--- src/rtl/tcc_pkg.sv ---
package tcc_pkg;

    typedef enum logic [1:0] {
        REL_DIRECT  = 2'b00,
        REL_INVERSE = 2'b01,
        REL_GATE    = 2'b10,
        REL_RSVD    = 2'b11
    } relation_e;

    typedef enum logic [1:0] {
        ST_IDLE  = 2'd0,
        ST_READY = 2'd1,
        ST_RUN   = 2'd2,
        ST_DONE  = 2'd3
    } seq_state_e;

    typedef logic [1:0] tern_t;

    localparam tern_t TERN_ZERO = 2'b00;
    localparam tern_t TERN_ONE  = 2'b01;
    localparam tern_t TERN_DC   = 2'b10;

    localparam int GATE_FUNCS = 10;

    function automatic logic tern_is_dc(input tern_t t);
        return t[1];
    endfunction

    // truth table indexed by {a,b}: bit k is the output for a=k[1], b=k[0]
    function automatic logic [3:0] gate_table(input logic [3:0] code);
        logic [3:0] tt;
        unique case (code)
            4'd0:    tt = 4'b1000;  // AND
            4'd1:    tt = 4'b0111;  // NAND
            4'd2:    tt = 4'b1110;  // OR
            4'd3:    tt = 4'b0001;  // NOR
            4'd4:    tt = 4'b0110;  // XOR
            4'd5:    tt = 4'b1001;  // XNOR
            4'd6:    tt = 4'b0100;  // A and not B
            4'd7:    tt = 4'b0010;  // not A and B
            4'd8:    tt = 4'b1101;  // A or not B
            4'd9:    tt = 4'b1011;  // not A or B
            default: tt = 4'b0000;
        endcase
        return tt;
    endfunction

endpackage

--- src/rtl/tcc_gate_eval.sv ---
module tcc_gate_eval
    import tcc_pkg::*;
(
    input  tern_t      src_a,
    input  tern_t      src_b,
    input  tern_t      target,
    input  logic [3:0] table_in,
    output logic       clash
);

    logic [3:0] reachable;

    for (genvar k = 0; k < 4; k++) begin : g_combo
        logic a_fits, b_fits;
        assign a_fits       = tern_is_dc(src_a) || (src_a[0] == k[1]);
        assign b_fits       = tern_is_dc(src_b) || (src_b[0] == k[0]);
        assign reachable[k] = a_fits && b_fits && (table_in[k] == target[0]);
    end

    assign clash = !tern_is_dc(target) && (reachable == 4'b0000);

endmodule

--- src/rtl/tcc_row_eval.sv ---
module tcc_row_eval
    import tcc_pkg::*;
#(
    parameter int NUM_COLS  = 16,
    parameter int COL_IDX_W = 4
) (
    input  logic [2*NUM_COLS-1:0] row_data,
    input  relation_e             mode,
    input  logic [NUM_COLS-1:0]   mask,
    input  logic [COL_IDX_W-1:0]  col_a,
    input  logic [COL_IDX_W-1:0]  col_b,
    input  logic [COL_IDX_W-1:0]  col_c,
    input  logic [3:0]            table_in,
    output logic                  row_clash
);

    localparam int SLOTS = 1 << COL_IDX_W;

    tern_t                codes [SLOTS];
    logic [NUM_COLS-1:0]  has_zero;
    logic [NUM_COLS-1:0]  has_one;

    for (genvar i = 0; i < SLOTS; i++) begin : g_slot
        if (i < NUM_COLS) begin : g_real
            assign codes[i]    = row_data[2*i +: 2];
            assign has_zero[i] = mask[i] && (codes[i] == TERN_ZERO);
            assign has_one[i]  = mask[i] && (codes[i] == TERN_ONE);
        end else begin : g_pad
            assign codes[i] = TERN_DC;
        end
    end

    tern_t va, vb, vc;
    assign va = codes[col_a];
    assign vb = codes[col_b];
    assign vc = codes[col_c];

    logic direct_clash, inverse_clash, gate_clash;

    assign direct_clash  = (|has_zero) && (|has_one);
    assign inverse_clash = !tern_is_dc(va) && !tern_is_dc(vb) && (va[0] == vb[0]);

    tcc_gate_eval u_gate (
        .src_a    (va),
        .src_b    (vb),
        .target   (vc),
        .table_in (table_in),
        .clash    (gate_clash)
    );

    always_comb begin
        unique case (mode)
            REL_DIRECT:  row_clash = direct_clash;
            REL_INVERSE: row_clash = inverse_clash;
            REL_GATE:    row_clash = gate_clash;
            default:     row_clash = 1'b0;
        endcase
    end

endmodule

--- config.mk ---
export PLATFORM = sky130hd
export DESIGN_NAME = tcc_row_eval
export DESIGN_NICKNAME = d
export VERILOG_FILES = /design/src/rtl/tcc_pkg.sv /design/src/rtl/tcc_gate_eval.sv /design/src/rtl/tcc_row_eval.sv
export SDC_FILE = /design/constraint.sdc
export NUM_CORES = 1
export LEC_CHECK = 0
export CORE_ASPECT_RATIO = 0.9
export CORE_MARGIN = 8
export CORE_UTILIZATION = 38
export DETAILED_ROUTE_END_ITERATION = 7
export GPL_TIMING_DRIVEN = 0
export PLACE_DENSITY = 0.82
export SETUP_SLACK_MARGIN = 0.4
export SYNTH_ARGS = -nofsm -noshare
export SYNTH_HDL_FRONTEND = slang
export SYNTH_SLANG_ARGS = --single-unit
--- constraint.sdc ---
create_clock -name vclk -period 3.52
set_input_delay 0.88 -clock vclk [all_inputs]
set_output_delay 0.88 -clock vclk [all_outputs]
set_load 0.02 [all_outputs]
==> impl_metrics.csv, run 1 <==
group,metric,value,unit
sta,rsz0062_at_grt,"true",
critical_path,path_class,"primary input to primary output",
synth,synth_xor_area_frac,0.0206,
floorplan,core,0.00330,mm^2
sta,setup_ws,-0.131,ns
power,p_per_area,139,mW/mm^2
cells_and_area,antenna_cells,0,
sta,slew_headroom,0.701,
critical_path,crit_required,2.64,ns
cells_and_area,area_delta_synth_final,58.9,%
synth,synthSimpleGateAreaFrac,0.299,
synth,syn_inst,111,
sta,hold_viol_final,0,
critical_path,endpoint_kind,"primary output",
route,wire_per_inst,22.8,um
synth,synth_compound_area_frac,0.0629,
synth,synthMuxAreaShare,0.573,
min_path,min-delay-start,"row_data[26]",
global_route,grt_start_max_net_pins,9,
critical_path,worstPathArrival,2.77,ns
job,maxCapViolations,0,
cells_and_area,layout-drive-gt1-share,0.467,
power,finalPower,0.282,mW
route,ant_nets,0,
synth,syn-num-nets,177,
sta,fin_crit,3.65,ns
cells_and_area,final_common_cell,"clkdlybuf4s50_1",
sta,maxSlewViolCount,0,
global_route,grt.overflow.total,0,
cells_and_area,nets,248,
floorplan,dieArea,0.00546,mm^2
min_path,hold_end,"row_clash",
route,drt_wl_total,5.10,mm
sta,worst_pin_slew,0.440,ns
power,vdd_drop_max,0.0563,mV
floorplan,rows,20,
synth,netlist_area,0.00127,mm^2
route,routed_via_density,6.55,
min_path,hold_path_class,"primary input to primary output",
synth,synth.largest_area_cell,"mux4_1",
cells_and_area,fillers,303,
route,vias,1468,
placed_design,gp_congestion,0.958,
sta,post-route-period-util,1.04,
cells_and_area,seq_cell_count,0,
global_route,grt_antenna_before_repair,0,
synth,synth_cell_types,29,
floorplan,start_util,0.386,
placed_design,io_buffers,61,
global_route,grt_pass1_wl,7.99,mm
clock_tree,hold_buffers,0,
synth,synth_top_area_frac,0.268,
cells_and_area,final_cell_mix,"clkdlybuf4s50_1 (25), mux4_2 (23), nand3b_1 (17)",
synth,yosys_warnings,0,
placed_design,hpwlAfterDp,4.17,mm
route,drt-initial-drc-count,105,
route,drc_errors,0,
status,violations,"setup timing",
synth,syn_avg_cell_area,11.5,um^2
synth,synth_top_family_by_area,"multiplexers",
critical_path,path_max_fanout,5,
synth,ys_seq_area_frac,0,
cells_and_area,seq_area,0,um^2
power,leakage,0.758,nW
floorplan,io_pins,67,
global_route,grt_usage,0.174,
critical_path,setup.worst_path.start_class,"primary input",
floorplan,fp.dieW,77.0,um
synth,synthAdderAreaFrac,0,
floorplan,die_h,70.9,um
sta,tns,-0.131,ns
sta,fmax,274,MHz
sta,setup_viol,1,
global_route,grt_pass1_vias,1582,
min_path,hold_depth,8,
cells_and_area,clock_buffers,0,
placed_design,preCtsSetupSlack,-1.18,ns
route,drtPass1Iterations,4,
synth,netlist_top_cells_area,"mux4_1 (27%), mux4_2 (25%), nand3b_1 (10%)",
status,status,"finished with violations",
-- what timing repair did --
| action | CTS | global route |
|---|---|---|
| setup endpoints to repair | 1 | 1 |
| gates resized for setup | 180 | 10 |
| setup buffers | 4 | 4 |
| pin swaps | 7 | 3 |
-- per-layer routing --
| metal | up-vias | global-route usage | part of all wire |
|---|---|---|---|
| met3 | 6 | 0.0519 | 0.10 |
| met2 | 97 | 0.312 | 0.50 |
| met4 | 0 | 0.0209 | 0.0071 |
| met1 | 724 | 0.206 | 0.39 |
| met5 | - | 0 | 0 |
| li1 | 641 | - | - |
-- synthesized netlist by cell type (all sizes together) --
library cell,n
xnor2,2
nor4,5
a22oi,2
buf,4
and3b,1
nand3,1
o221ai,2
a32oi,1
o22a,1
nand2b,1
o22ai,2
o21ai,1
clkbuf,2
nand4,6
mux2i,5
mux2,2
xor2,1
a21oi,1
nor3b,18
inv,4
mux4,27
nand2,2
o21a,1
nor3,2
nand3b,17
-- power breakdown --
| part | switching [mW] | total (mW) | internal, mW |
|---|---|---|---|
| Combinational | 0.113 | 0.282 | 0.169 |
| Clock | 0 | 0 | 0 |
| Sequential | 0 | 0 | 0 |
| Total | 0.113 | 0.282 | 0.169 |
-- worst max path at each step --
| stage | end | slack [ns] | start |
|---|---|---|---|
| 6_report | row_clash | -0.13 | row_data[15] |
| 5_1_grt | row_clash | -0.21 | col_b[2] |
| 4_1_cts | row_clash | -0.09 | col_c[0] |
| 3_5_place_dp | row_clash | -1.18 | col_c[2] |
| 3_3_place_gp | row_clash | -1.15 | col_c[2] |
| 2_1_floorplan | row_clash | 0.09 | col_c[0] |
-- critical path, cell delays in order --
cell and delay [ns]:
buf_2 0.13, mux4_2 0.47, mux4_2 0.51, nor3b_4 0.25, nor3b_2 0.19, a32oi_1 0.12
nand3_2 0.09, buf_6 0.11
-- logic make-up (layout without fill, tap and decap cells) --
logic type,count (synthesis),after routing
compound gates,11,11
mux,34,34
simple gates,53,53
buf+inv,10,79
xor+xnor,3,3
-- stage by stage --
stage / cell area, um^2 / hold WS, ns / cells / utilization
2_1_floorplan: 1270 / 1.99 / 111 / -
3_3_place_gp: 1930 / 2.94 / 216 / 0.585
3_5_place_dp: 1930 / 2.95 / 216 / 0.585
4_1_cts: 1960 / 2.48 / 220 / 0.594
5_1_grt: 2020 / 2.53 / 224 / 0.613
6_report: 2020 / 2.48 / 224 / 0.613
-- layout make-up --
class	instances	area [um^2]	area share
Timing Repair Buffer	69	651	0.321
Tap cell	44	55.1	0.0272
Buffer	6	72.6	0.0358
Multi-Input combinational cell	101	1230	0.608
Inverter	4	15.0	0.00742
No activity file was read; power rests on OpenSTA's default activity.
==> inputs of run 2 (changes only) <==
--- a/config.mk
+++ b/config.mk
@@ -5,12 +5,15 @@
 export SDC_FILE = /design/constraint.sdc
 export NUM_CORES = 1
 export LEC_CHECK = 0
+export CAP_MARGIN = 0
+export CELL_PAD_IN_SITES_DETAIL_PLACEMENT = 2
+export CELL_PAD_IN_SITES_GLOBAL_PLACEMENT = 2
 export CORE_ASPECT_RATIO = 0.9
 export CORE_MARGIN = 8
-export CORE_UTILIZATION = 38
+export CORE_UTILIZATION = 22
 export DETAILED_ROUTE_END_ITERATION = 7
 export GPL_TIMING_DRIVEN = 0
-export PLACE_DENSITY = 0.82
+export PLACE_DENSITY = 0.81
 export SETUP_SLACK_MARGIN = 0.4
 export SYNTH_ARGS = -nofsm -noshare
 export SYNTH_HDL_FRONTEND = slang
==> run 2 against run 1 <==
  * The flow still finishes with violations (setup timing)
  * Die area rose by 55%
  * First-iteration DRC count fell by 67%
  * Setup slack got worse by 0.026 ns
  * Combinational power rose by 9.2%
  * Critical endpoint unchanged
==> impl_metrics.csv, run 2 (same netlist as run 1, synthesis figures left out) <==
group,metric,value,unit
global_route,grt.overflow.total,0,
sta,slew_headroom,0.728,
power,swShare,0.435,
route,ant_nets,0,
cells_and_area,layout-drive-gt1-share,0.511,
min_path,hold_end,"row_clash",
power,p_per_area,148,mW/mm^2
floorplan,core,0.00563,mm^2
status,violations,"setup timing",
job,maxCapViolations,0,
min_path,hold_depth,8,
global_route,use_met1,0.183,
cells_and_area,final_common_cell,"clkdlybuf4s50_1",
critical_path,path_class,"primary input to primary output",
min_path,hold_path_class,"primary input to primary output",
critical_path,setup.worst_path.start_class,"primary input",
power,power.internal,0.174,mW
critical_path,worstPathArrival,2.80,ns
global_route,grt_start_max_net_pins,9,
placed_design,hpwlAfterDp,5.57,mm
cells_and_area,clock_buffers,0,
global_route,grt_use_met3,0.0257,
cells_and_area,fillers,595,
sta,rsz0062_at_grt,"true",
min_path,min-delay-start,"row_data[16]",
route,vias,1469,
power,vdd_drop_max,0.0601,mV
power,finalPower,0.308,mW
sta,fin_crit,3.68,ns
critical_path,path_max_fanout,5,
cells_and_area,post-route-util,0.369,
sta,hold-worst-slack,2.53,ns
cells_and_area,seq_cell_count,0,
floorplan,die_h,88.2,um
power,clkPwrFrac,0,
cells_and_area,fin_cells,252,
route,drtPass1Iterations,4,
global_route,grt_usage,0.150,
critical_path,crit_required,2.64,ns
placed_design,gp_congestion,0.884,
global_route,grt_pass1_wl,9.92,mm
route,wire_per_inst,26.5,um
global_route,grt_busiest_layer,"met2",
cells_and_area,nets,250,
power,switching_power,0.134,mW
sta,fmax,272,MHz
sta,worst_pin_slew,0.408,ns
sta,setup_ws,-0.156,ns
power,power_frac_comb,1.000,
sta,post-route-period-util,1.04,
route,routed_via_density,5.83,
critical_path,endpoint_kind,"primary output",
cells_and_area,area_delta_synth_final,62.9,%
route,drc_errors,0,
global_route,grt_util_met2,0.275,
route,drt-initial-drc-count,35,
floorplan,start_util,0.226,
floorplan,dieArea,0.00848,mm^2
route,drt_wl_total,6.67,mm
cells_and_area,seq_area,0,um^2
cells_and_area,multi_input_area,0.00128,mm^2
global_route,grt_antenna_before_repair,0,
power,leakage,0.757,nW
floorplan,rows,26,
floorplan,fp.dieW,96.2,um
cells_and_area,final_area,0.00207,mm^2
power,power_frac_seq,0,
cells_and_area,final_cell_mix,"clkdlybuf4s50_1 (25), mux4_2 (23), buf_2 (19)",
sta,hold_viol_final,0,
cells_and_area,antenna_cells,0,
sta,maxSlewViolCount,0,
global_route,grt_pass1_vias,1738,
sta,setup_viol,1,
critical_path,startpoint,"col_c[0]",
placed_design,dpl-instance-area,0.00197,mm^2
placed_design,dp_cells,242,
floorplan,io_pins,67,
placed_design,io_buffers,61,
status,status,"finished with violations",
==> run 2: cell count changes in the layout (fill, tap and decap cells not counted), sizes merged <==
cell and delta:
buf +7, clkbuf -1, clkdlybuf4s15 -4
==> run 2: critical path, stage by stage <==
cell,delay (ns)
buf_12,0.09
mux4_2,0.49
mux4_2,0.54
nor3b_4,0.26
nor3b_2,0.21
a32oi_1,0.13
nand3_2,0.08
buf_6,0.11
==> run 2: worst max path at each step <==
stage | to | slack (ns) | cells past startpoint
6_report | row_clash | -0.16 | 8
3_5_place_dp | row_clash | -1.31 | 9
2_1_floorplan | row_clash | 0.09 | 7
5_1_grt | row_clash | -0.23 | 8
3_3_place_gp | row_clash | -1.23 | 9
4_1_cts | row_clash | -0.17 | 9
==> run 2: metal layers <==
layer	part of all wire	vias up
met5	0	-
met4	0.0040	0
met3	0.061	2
met2	0.55	53
met1	0.39	769
li1	-	645
==> run 2: repair_timing <==
action | 4_1_cts | 5_1_grt
cloned | 0 | 0
hold buffers | 0 | 0
endpoints found under the setup margin | 1 | 1
resized for setup | 174 | 27
buffers inserted | 3 | 7
pin swaps | 9 | 5
==> run 2: through the flow <==
stage | setup TNS [ns] | worst slack, ns
4_1_cts | -0.166 | -0.166
2_1_floorplan | 0 | 0.0884
3_5_place_dp | -1.31 | -1.31
3_3_place_gp | -1.23 | -1.23
5_1_grt | -0.232 | -0.232
6_report | -0.156 | -0.156
==> run 2: cell type report <==
type / count / area share
buffer: 6 / 0.0350
inverter: 4 / 0.00724
multi-input combinational: 101 / 0.619
tap: 70 / 0.0422
timing repair buffer: 71 / 0.297
==> run 2: power groups by stage <==
stage	logic (mW)	clock network (mW)	registers (mW)
2_1_floorplan	0.135	0	0
3_3_place_gp	0.254	0	0
3_5_place_dp	0.269	0	0
4_1_cts	0.279	0	0
5_1_grt	0.325	0	0
6_report	0.308	0	0
